## config.mk

```make
export PLATFORM = sky130hd
export DESIGN_NAME = tft_sync_gen
export DESIGN_NICKNAME = d
export VERILOG_FILES = /design/src/rtl/tft_sync_pkg.sv /design/src/rtl/tft_sync_rst.sv /design/src/rtl/tft_sync_hcount.sv /design/src/rtl/tft_sync_vcount.sv /design/src/rtl/tft_sync_decode.sv /design/src/rtl/tft_sync_gen.sv
export SDC_FILE = /design/constraint.sdc
export NUM_CORES = 1
export LEC_CHECK = 0
export ABC_AREA = 1
export CORE_UTILIZATION = 55
export CTS_CLUSTER_SIZE = 14
export DETAILED_ROUTE_END_ITERATION = 16
export DONT_BUFFER_PORTS = 1
export GPL_TIMING_DRIVEN = 0
export PLACE_DENSITY = 0.73
export REMOVE_ABC_BUFFERS = 1
export SKIP_LAST_GASP = 1
export SLEW_MARGIN = 5
export SYNTH_ARGS = -nofsm -noshare
export SYNTH_HDL_FRONTEND = slang
export SYNTH_HIERARCHICAL = 1
export SYNTH_SLANG_ARGS = --single-unit
```

## constraint.sdc

```tcl
create_clock -name clk -period 1.32 [get_ports clk]
set_clock_uncertainty 0.1 [all_clocks]
set_input_delay 0.396 -clock clk [delete_from_list [all_inputs] [get_ports clk]]
set_output_delay 0.396 -clock clk [all_outputs]
set_load 0.005 [all_outputs]
```

## src/rtl/tft_sync_pkg.sv

```systemverilog
package tft_sync_pkg;
  localparam int ACT_PIX     = 320;
  localparam int TOT_PIX     = 336;
  localparam int HS_PIX      = 2;
  localparam int LEAD_PIX    = 7;
  localparam int ACT_LINES   = 240;
  localparam int BLANK_LINES = 4;

  function automatic int pipe_corr(input int cpp);
    return (cpp == 3) ? 5 : 3;
  endfunction
endpackage

```

## src/rtl/tft_sync_rst.sv

```systemverilog
module tft_sync_rst (
  input  logic clk,
  input  logic rst_n,
  output logic rst_sync_n
);
  logic stage0_q, stage1_q;

  always_ff @(posedge clk or negedge rst_n) begin
    if (!rst_n) begin
      stage0_q <= 1'b0;
      stage1_q <= 1'b0;
    end else begin
      stage0_q <= 1'b1;
      stage1_q <= stage0_q;
    end
  end

  assign rst_sync_n = stage1_q;
endmodule

```

## src/rtl/tft_sync_hcount.sv

```systemverilog
module tft_sync_hcount #(
  parameter int H_PERIOD = 672,
  parameter int H_W      = 10
) (
  input  logic           clk,
  input  logic           rst_n,
  output logic [H_W-1:0] h_q,
  output logic           line_end
);
  localparam logic [H_W-1:0] H_LAST = H_W'(H_PERIOD - 1);

  logic [H_W-1:0] h_d;

  always_comb begin
    line_end = (h_q == H_LAST);
    h_d      = line_end ? '0 : h_q + H_W'(1);
  end

  always_ff @(posedge clk or negedge rst_n) begin
    if (!rst_n) h_q <= '0;
    else        h_q <= h_d;
  end

  AST_H_IN_RANGE: assert property (@(posedge clk) disable iff (!rst_n)
    h_q <= H_LAST);
  AST_H_WRAP: assert property (@(posedge clk) disable iff (!rst_n)
    line_end |=> (h_q == '0));
endmodule

```

## src/rtl/tft_sync_vcount.sv

```systemverilog
module tft_sync_vcount #(
  parameter int V_LINES = 244,
  parameter int V_W     = 8
) (
  input  logic           clk,
  input  logic           rst_n,
  input  logic           adv,
  output logic [V_W-1:0] v_q
);
  localparam logic [V_W-1:0] V_LAST = V_W'(V_LINES - 1);

  logic [V_W-1:0] v_d;

  always_comb begin
    v_d = (v_q == V_LAST) ? '0 : v_q + V_W'(1);
  end

  always_ff @(posedge clk or negedge rst_n) begin
    if (!rst_n)   v_q <= '0;
    else if (adv) v_q <= v_d;
  end

  AST_V_WRAP: assert property (@(posedge clk) disable iff (!rst_n)
    (adv && v_q == V_LAST) |=> (v_q == '0));
  AST_V_HOLD: assert property (@(posedge clk) disable iff (!rst_n)
    !adv |=> $stable(v_q));
endmodule

```

## src/rtl/tft_sync_decode.sv

```systemverilog
module tft_sync_decode #(
  parameter int CPP      = 2,
  parameter int H_W      = 10,
  parameter int V_W      = 8,
  parameter int P_W      = 1,
  parameter int HS_W     = 4,
  parameter int H_START  = 17,
  parameter int H_ACT    = 640,
  parameter int V_FIRST  = 2,
  parameter int V_ACT    = 240,
  parameter int VS_LINES = 2
) (
  input  logic           clk,
  input  logic           rst_n,
  input  logic [H_W-1:0] h_i,
  input  logic [V_W-1:0] v_i,
  output logic           hs_n_q,
  output logic           vs_n_q,
  output logic           de_q,
  output logic [P_W-1:0] phase_q,
  output logic [H_W-1:0] h_q,
  output logic [V_W-1:0] v_q
);
  localparam logic [H_W-1:0] HS_END    = H_W'(HS_W);
  localparam logic [H_W-1:0] WIN_BEGIN = H_W'(H_START);
  localparam logic [H_W-1:0] WIN_END   = H_W'(H_START + H_ACT);
  localparam logic [V_W-1:0] VS_END    = V_W'(VS_LINES);
  localparam logic [V_W-1:0] ROW_BEGIN = V_W'(V_FIRST);
  localparam logic [V_W-1:0] ROW_END   = V_W'(V_FIRST + V_ACT);
  localparam logic [P_W-1:0] PH_LAST   = P_W'(CPP - 1);

  logic           hs_n_d, vs_n_d, de_d, row_act;
  logic [P_W-1:0] phase_d;

  always_comb begin
    hs_n_d  = !(h_i < HS_END);
    vs_n_d  = !(v_i < VS_END);
    row_act = (v_i >= ROW_BEGIN) && (v_i < ROW_END);
    de_d    = row_act && (h_i >= WIN_BEGIN) && (h_i < WIN_END);
    if (!de_d || !de_q || phase_q == PH_LAST) phase_d = '0;
    else                                      phase_d = phase_q + P_W'(1);
  end

  always_ff @(posedge clk or negedge rst_n) begin
    if (!rst_n) begin
      hs_n_q  <= 1'b1;
      vs_n_q  <= 1'b1;
      de_q    <= 1'b0;
      phase_q <= '0;
      h_q     <= '0;
      v_q     <= '0;
    end else begin
      hs_n_q  <= hs_n_d;
      vs_n_q  <= vs_n_d;
      de_q    <= de_d;
      phase_q <= phase_d;
      h_q     <= h_i;
      v_q     <= v_i;
    end
  end

  AST_DE_OUTSIDE_HS: assert property (@(posedge clk) disable iff (!rst_n)
    de_q |-> hs_n_q);
  AST_PHASE_RANGE: assert property (@(posedge clk) disable iff (!rst_n)
    phase_q <= PH_LAST);
  AST_PHASE_START: assert property (@(posedge clk) disable iff (!rst_n)
    $rose(de_q) |-> (phase_q == '0));
  AST_HS_MIN_WIDTH: assert property (@(posedge clk) disable iff (!rst_n)
    $fell(hs_n_q) |=> !hs_n_q);
  AST_VS_WITH_HS: assert property (@(posedge clk) disable iff (!rst_n)
    $fell(vs_n_q) |-> $fell(hs_n_q));
endmodule

```

## src/rtl/tft_sync_gen.sv

```systemverilog
module tft_sync_gen
  import tft_sync_pkg::*;
#(
  parameter int CPP      = 2,
  parameter int VS_LINES = 2,
  parameter int H_W      = $clog2(TOT_PIX * CPP),
  parameter int V_W      = $clog2(ACT_LINES + BLANK_LINES),
  parameter int P_W      = (CPP > 1) ? $clog2(CPP) : 1
) (
  input  logic           clk,
  input  logic           rst_n,
  output logic           hs_n,
  output logic           vs_n,
  output logic           de,
  output logic [P_W-1:0] byte_phase,
  output logic [H_W-1:0] h_cnt,
  output logic [V_W-1:0] v_cnt
);
  localparam int H_PERIOD = TOT_PIX * CPP;
  localparam int HS_W     = HS_PIX * CPP;
  localparam int H_START  = LEAD_PIX * CPP + pipe_corr(CPP);
  localparam int H_ACT    = ACT_PIX * CPP;
  localparam int V_LINES  = ACT_LINES + BLANK_LINES;
  localparam int V_FIRST  = BLANK_LINES / 2;

  logic           rst_i_n;
  logic [H_W-1:0] h_raw;
  logic [V_W-1:0] v_raw;
  logic           line_end;

  tft_sync_rst u_rst (
    .clk        (clk),
    .rst_n      (rst_n),
    .rst_sync_n (rst_i_n)
  );

  tft_sync_hcount #(.H_PERIOD(H_PERIOD), .H_W(H_W)) u_hcnt (
    .clk      (clk),
    .rst_n    (rst_i_n),
    .h_q      (h_raw),
    .line_end (line_end)
  );

  tft_sync_vcount #(.V_LINES(V_LINES), .V_W(V_W)) u_vcnt (
    .clk   (clk),
    .rst_n (rst_i_n),
    .adv   (line_end),
    .v_q   (v_raw)
  );

  tft_sync_decode #(
    .CPP(CPP), .H_W(H_W), .V_W(V_W), .P_W(P_W), .HS_W(HS_W),
    .H_START(H_START), .H_ACT(H_ACT), .V_FIRST(V_FIRST),
    .V_ACT(ACT_LINES), .VS_LINES(VS_LINES)
  ) u_dec (
    .clk     (clk),
    .rst_n   (rst_i_n),
    .h_i     (h_raw),
    .v_i     (v_raw),
    .hs_n_q  (hs_n),
    .vs_n_q  (vs_n),
    .de_q    (de),
    .phase_q (byte_phase),
    .h_q     (h_cnt),
    .v_q     (v_cnt)
  );
endmodule

```

==> results.md <==
* Sequential share of the synthesized area at 0.605
* Synth Flop Type: dfrtp_1
* Die width at 58.3 um
* CTS H-tree depth at 2
* Placed instance count at 227
* Fill count at roughly 240
* Antenna violations before repair at 0
* IO Pins at 24
* Number of synthesized flops with an enable pin at 0
* Comb pwr share at 0.002
* Post-DRT Antenna Nets at 0
* Worst R2R Path Depth at 8
* Met3 wire length at 104 um
* Fmax at slightly below 0.6 GHz
* Detailed Place HPWL at 1.88 mm
* WL/cell at between 10 and 15 um
* RR Startpoint: u_hcnt/h_q[1]
* Max_cap viols at 0
* Sequential power share at 0.693
* Sw frac at 0.205
* CTS Sinks at 42
* Crit path buf inv count at 2
* Worst slew pin tran at 0.805 ns
* Nets at 206
* Overflow after GRT at 0
* Slowest cell on the critical path: dfrtp_1
* Top cells by count, synth: dfrtp_1, nand2_1, nor2_1
* I/O Buffers at 0
* Root Driver: clkbuf_4
* Critical Path Start Type: flop
* Worst EP required at around 1.5 ns
* Final Cycle Share at 1.30
* Worst setup EP type: flop
* Sw Pwr at 387 uW
* Sequential Area at 1060 um^2
* P_leak at 0.000981 uW
* Clk slew on worst S/H paths at 0.11 ns
* Worst path depth at 8
* Final setup viols at 17
* Crit-path cells: ha_2 > nand4_1 > nor3_4 > buf_4 > buf_6 > nand3_4 > nand2_1 > nor2_1
* Outcome: complete, but fails checks
* Fin. Hold Viols at 0
* Slew margin rel. at 0.463
* Vias in the first global route at 1156
* Pwr dens at 935 nW/um^2
* Setup CP Type: reg2reg
* Critical path's largest stage delay at 0.38 ns
* R2R Path End: u_vcnt/v_q[6]
* Most common cell in the netlist: dfrtp_1
* CP max FO at 5
* Area contributors post-synth: dfrtp_1, nand2_1, nor2_1
* Die span in y at slightly below 60 um
* Hold Crit Class: in2async
* Area share of the largest cell type after synthesis at 0.575
* Failing checks: setup timing
* Clk buf depth at 2
* Routed metal-1 wirelength at 1.31 mm
* Crit path max-delay family: simple AND/OR/NAND/NOR gates
* Site row count at 20
* Synth Cell Area at 1740 um^2
* Syn avg cell area at 9.51 um^2
* Post-route setup slack at -0.398 ns
* Clock Power Share at 0.305
* Largest net degree at the start of global routing at between 40 and 50
* Distinct cell type count of the synthesized netlist at 23
* Core area at about 3000 um^2
* Syn Inst Count at 183
* CTS Buf Count at 5
* Cell Int Power at 1500 uW
* DRC at 0
* Async set or reset register ratio after synthesis at 1.00
* Unrepaired setup endpoints after global routing: yes
* WP data arrival at 1.86 ns
* Max Used Layer: met4
* First-pass GRT wire length at 5.00 mm
* Crit path launch: u_hcnt/h_q[1]
* Tmin final at 1.72 ns
* Yosys Warn Count at 6
* Multi-input combinational cell area at 656 um^2
* Detailed-route wire length at 3.07 mm
* Worst-skew pair later-pin latency at 0.35 ns
* Drt initial violations at 41
* Die Area at 3390 um^2
* Slew Limit Fails at 0
* Flops & latches, synth at 42
* Starting Density at 0.575
* CTS tree: done
* WL met2 at ~1.5 mm
* Vias at 1241
* Dominant cell type by area after synthesis: dfrtp_1
* DR pass1 iterations at 4
* Gr usage total at 0.208
* Gp weighted congestion at about 0.8
* Reg2reg setup slack at -0.40 ns
* Via-per-instance ratio at 5.02
* Worst IR drop on VDD at 0.873 mV
* Setup TNS at -3.73 ns
* Layout Cells excl Fill at around 250
* Layout cells sized above 1 at 0.261
* Ant. Diodes at 0
* Area delta synth->final at 16.2%
-- cells by family (layout without fill, tap and decap cells) --
logic type | after synthesis | count (layout) | share of synthesized area
buffers and inverters | 26 | 46 | 0.0561
AND/OR/NAND/NOR | 101 | 101 | 0.282
flip-flops | 42 | 42 | 0.605
AO/OA/AOI/OAI | 7 | 7 | 0.0201
adder cells (fa/ha/maj) | 2 | 2 | 0.0144
other | 1 | 1 | 0.00215
XOR/XNOR | 4 | 4 | 0.0201
-- how the worst max path moves through the flow --
stage                    endpoint
CTS                 u_vcnt/v_q[7]
global placement    u_vcnt/v_q[5]
floorplan           u_vcnt/v_q[5]
finish              u_vcnt/v_q[6]
detailed placement  u_vcnt/v_q[6]
global route        u_vcnt/v_q[7]
-- power groups by stage --
stage | combinational [uW] | clock, uW | sequential, uW
2_1_floorplan | 0.247 | 0 | 1330
3_3_place_gp | 0.247 | 0 | 1340
3_5_place_dp | 0.247 | 0 | 1340
4_1_cts | 3.27 | 602 | 1310
5_1_grt | 3.98 | 640 | 1320
6_report | 3.26 | 577 | 1310
-- metal layers --
layer,GRT usage,up-vias
li1,-,596
met1,0.259,599
met2,0.297,32
met3,0.0848,14
met4,0.136,0
met5,0,-
-- stage by stage --
stage                     hold slack [ns]  cell area, um^2   util  power, uW  setup slack, ns
after global placement           0.000463             1800  0.593       1340           -0.739
after CTS                           0.143             1990  0.657       1920           -0.423
final                               0.158             2020  0.668       1890           -0.398
after global routing                0.145             2020  0.668       1960           -0.480
after floorplan                  0.000409             1740      -       1330           -0.488
after detailed placement         0.000466             1800  0.593       1340           -0.827
-- what timing repair did --
item,CTS,global route
endpoints found under the setup margin,19,21
buffers inserted,15,4
hold endpoints to repair,2,0
pin swaps,8,8
resized for setup,10,15
hold buffers,1,0
-- flip-flops by register name, summed over array words and instances, names as in the netlist --
register          cells
u_dec/de_q            1
u_vcnt/v_q            8
u_rst/stage0_q        1
u_dec/v_q             8
u_rst/rst_sync_n      1
u_dec/hs_n_q          1
u_hcnt/h_q           10
u_dec/h_q            10
u_dec/vs_n_q          1
u_dec/phase_q         1
-- placed cells by master (no fill, tap or decap), drive strengths merged --
cell type	count
nand4	1
dfstp	2
inv	26
or2	1
dlygate4sd3	1
nand3b	2
conb	1
buf	11
nor2	37
nand2	45
dfrtp	40
o21ai	3
a21oi	4
nand3	13
nor3	2
ha	2
xor2	3
clkbuf	8
xnor2	1
-- cell type report --
cell class              count  share of cell area
inverters                  26              0.0483
clock buffers               8              0.0241
flip-flops and latches     42               0.523
well taps                  44              0.0272
repair buffers             12              0.0532
multi-input cells         115               0.324
Power figures use the tool's default switching activity.
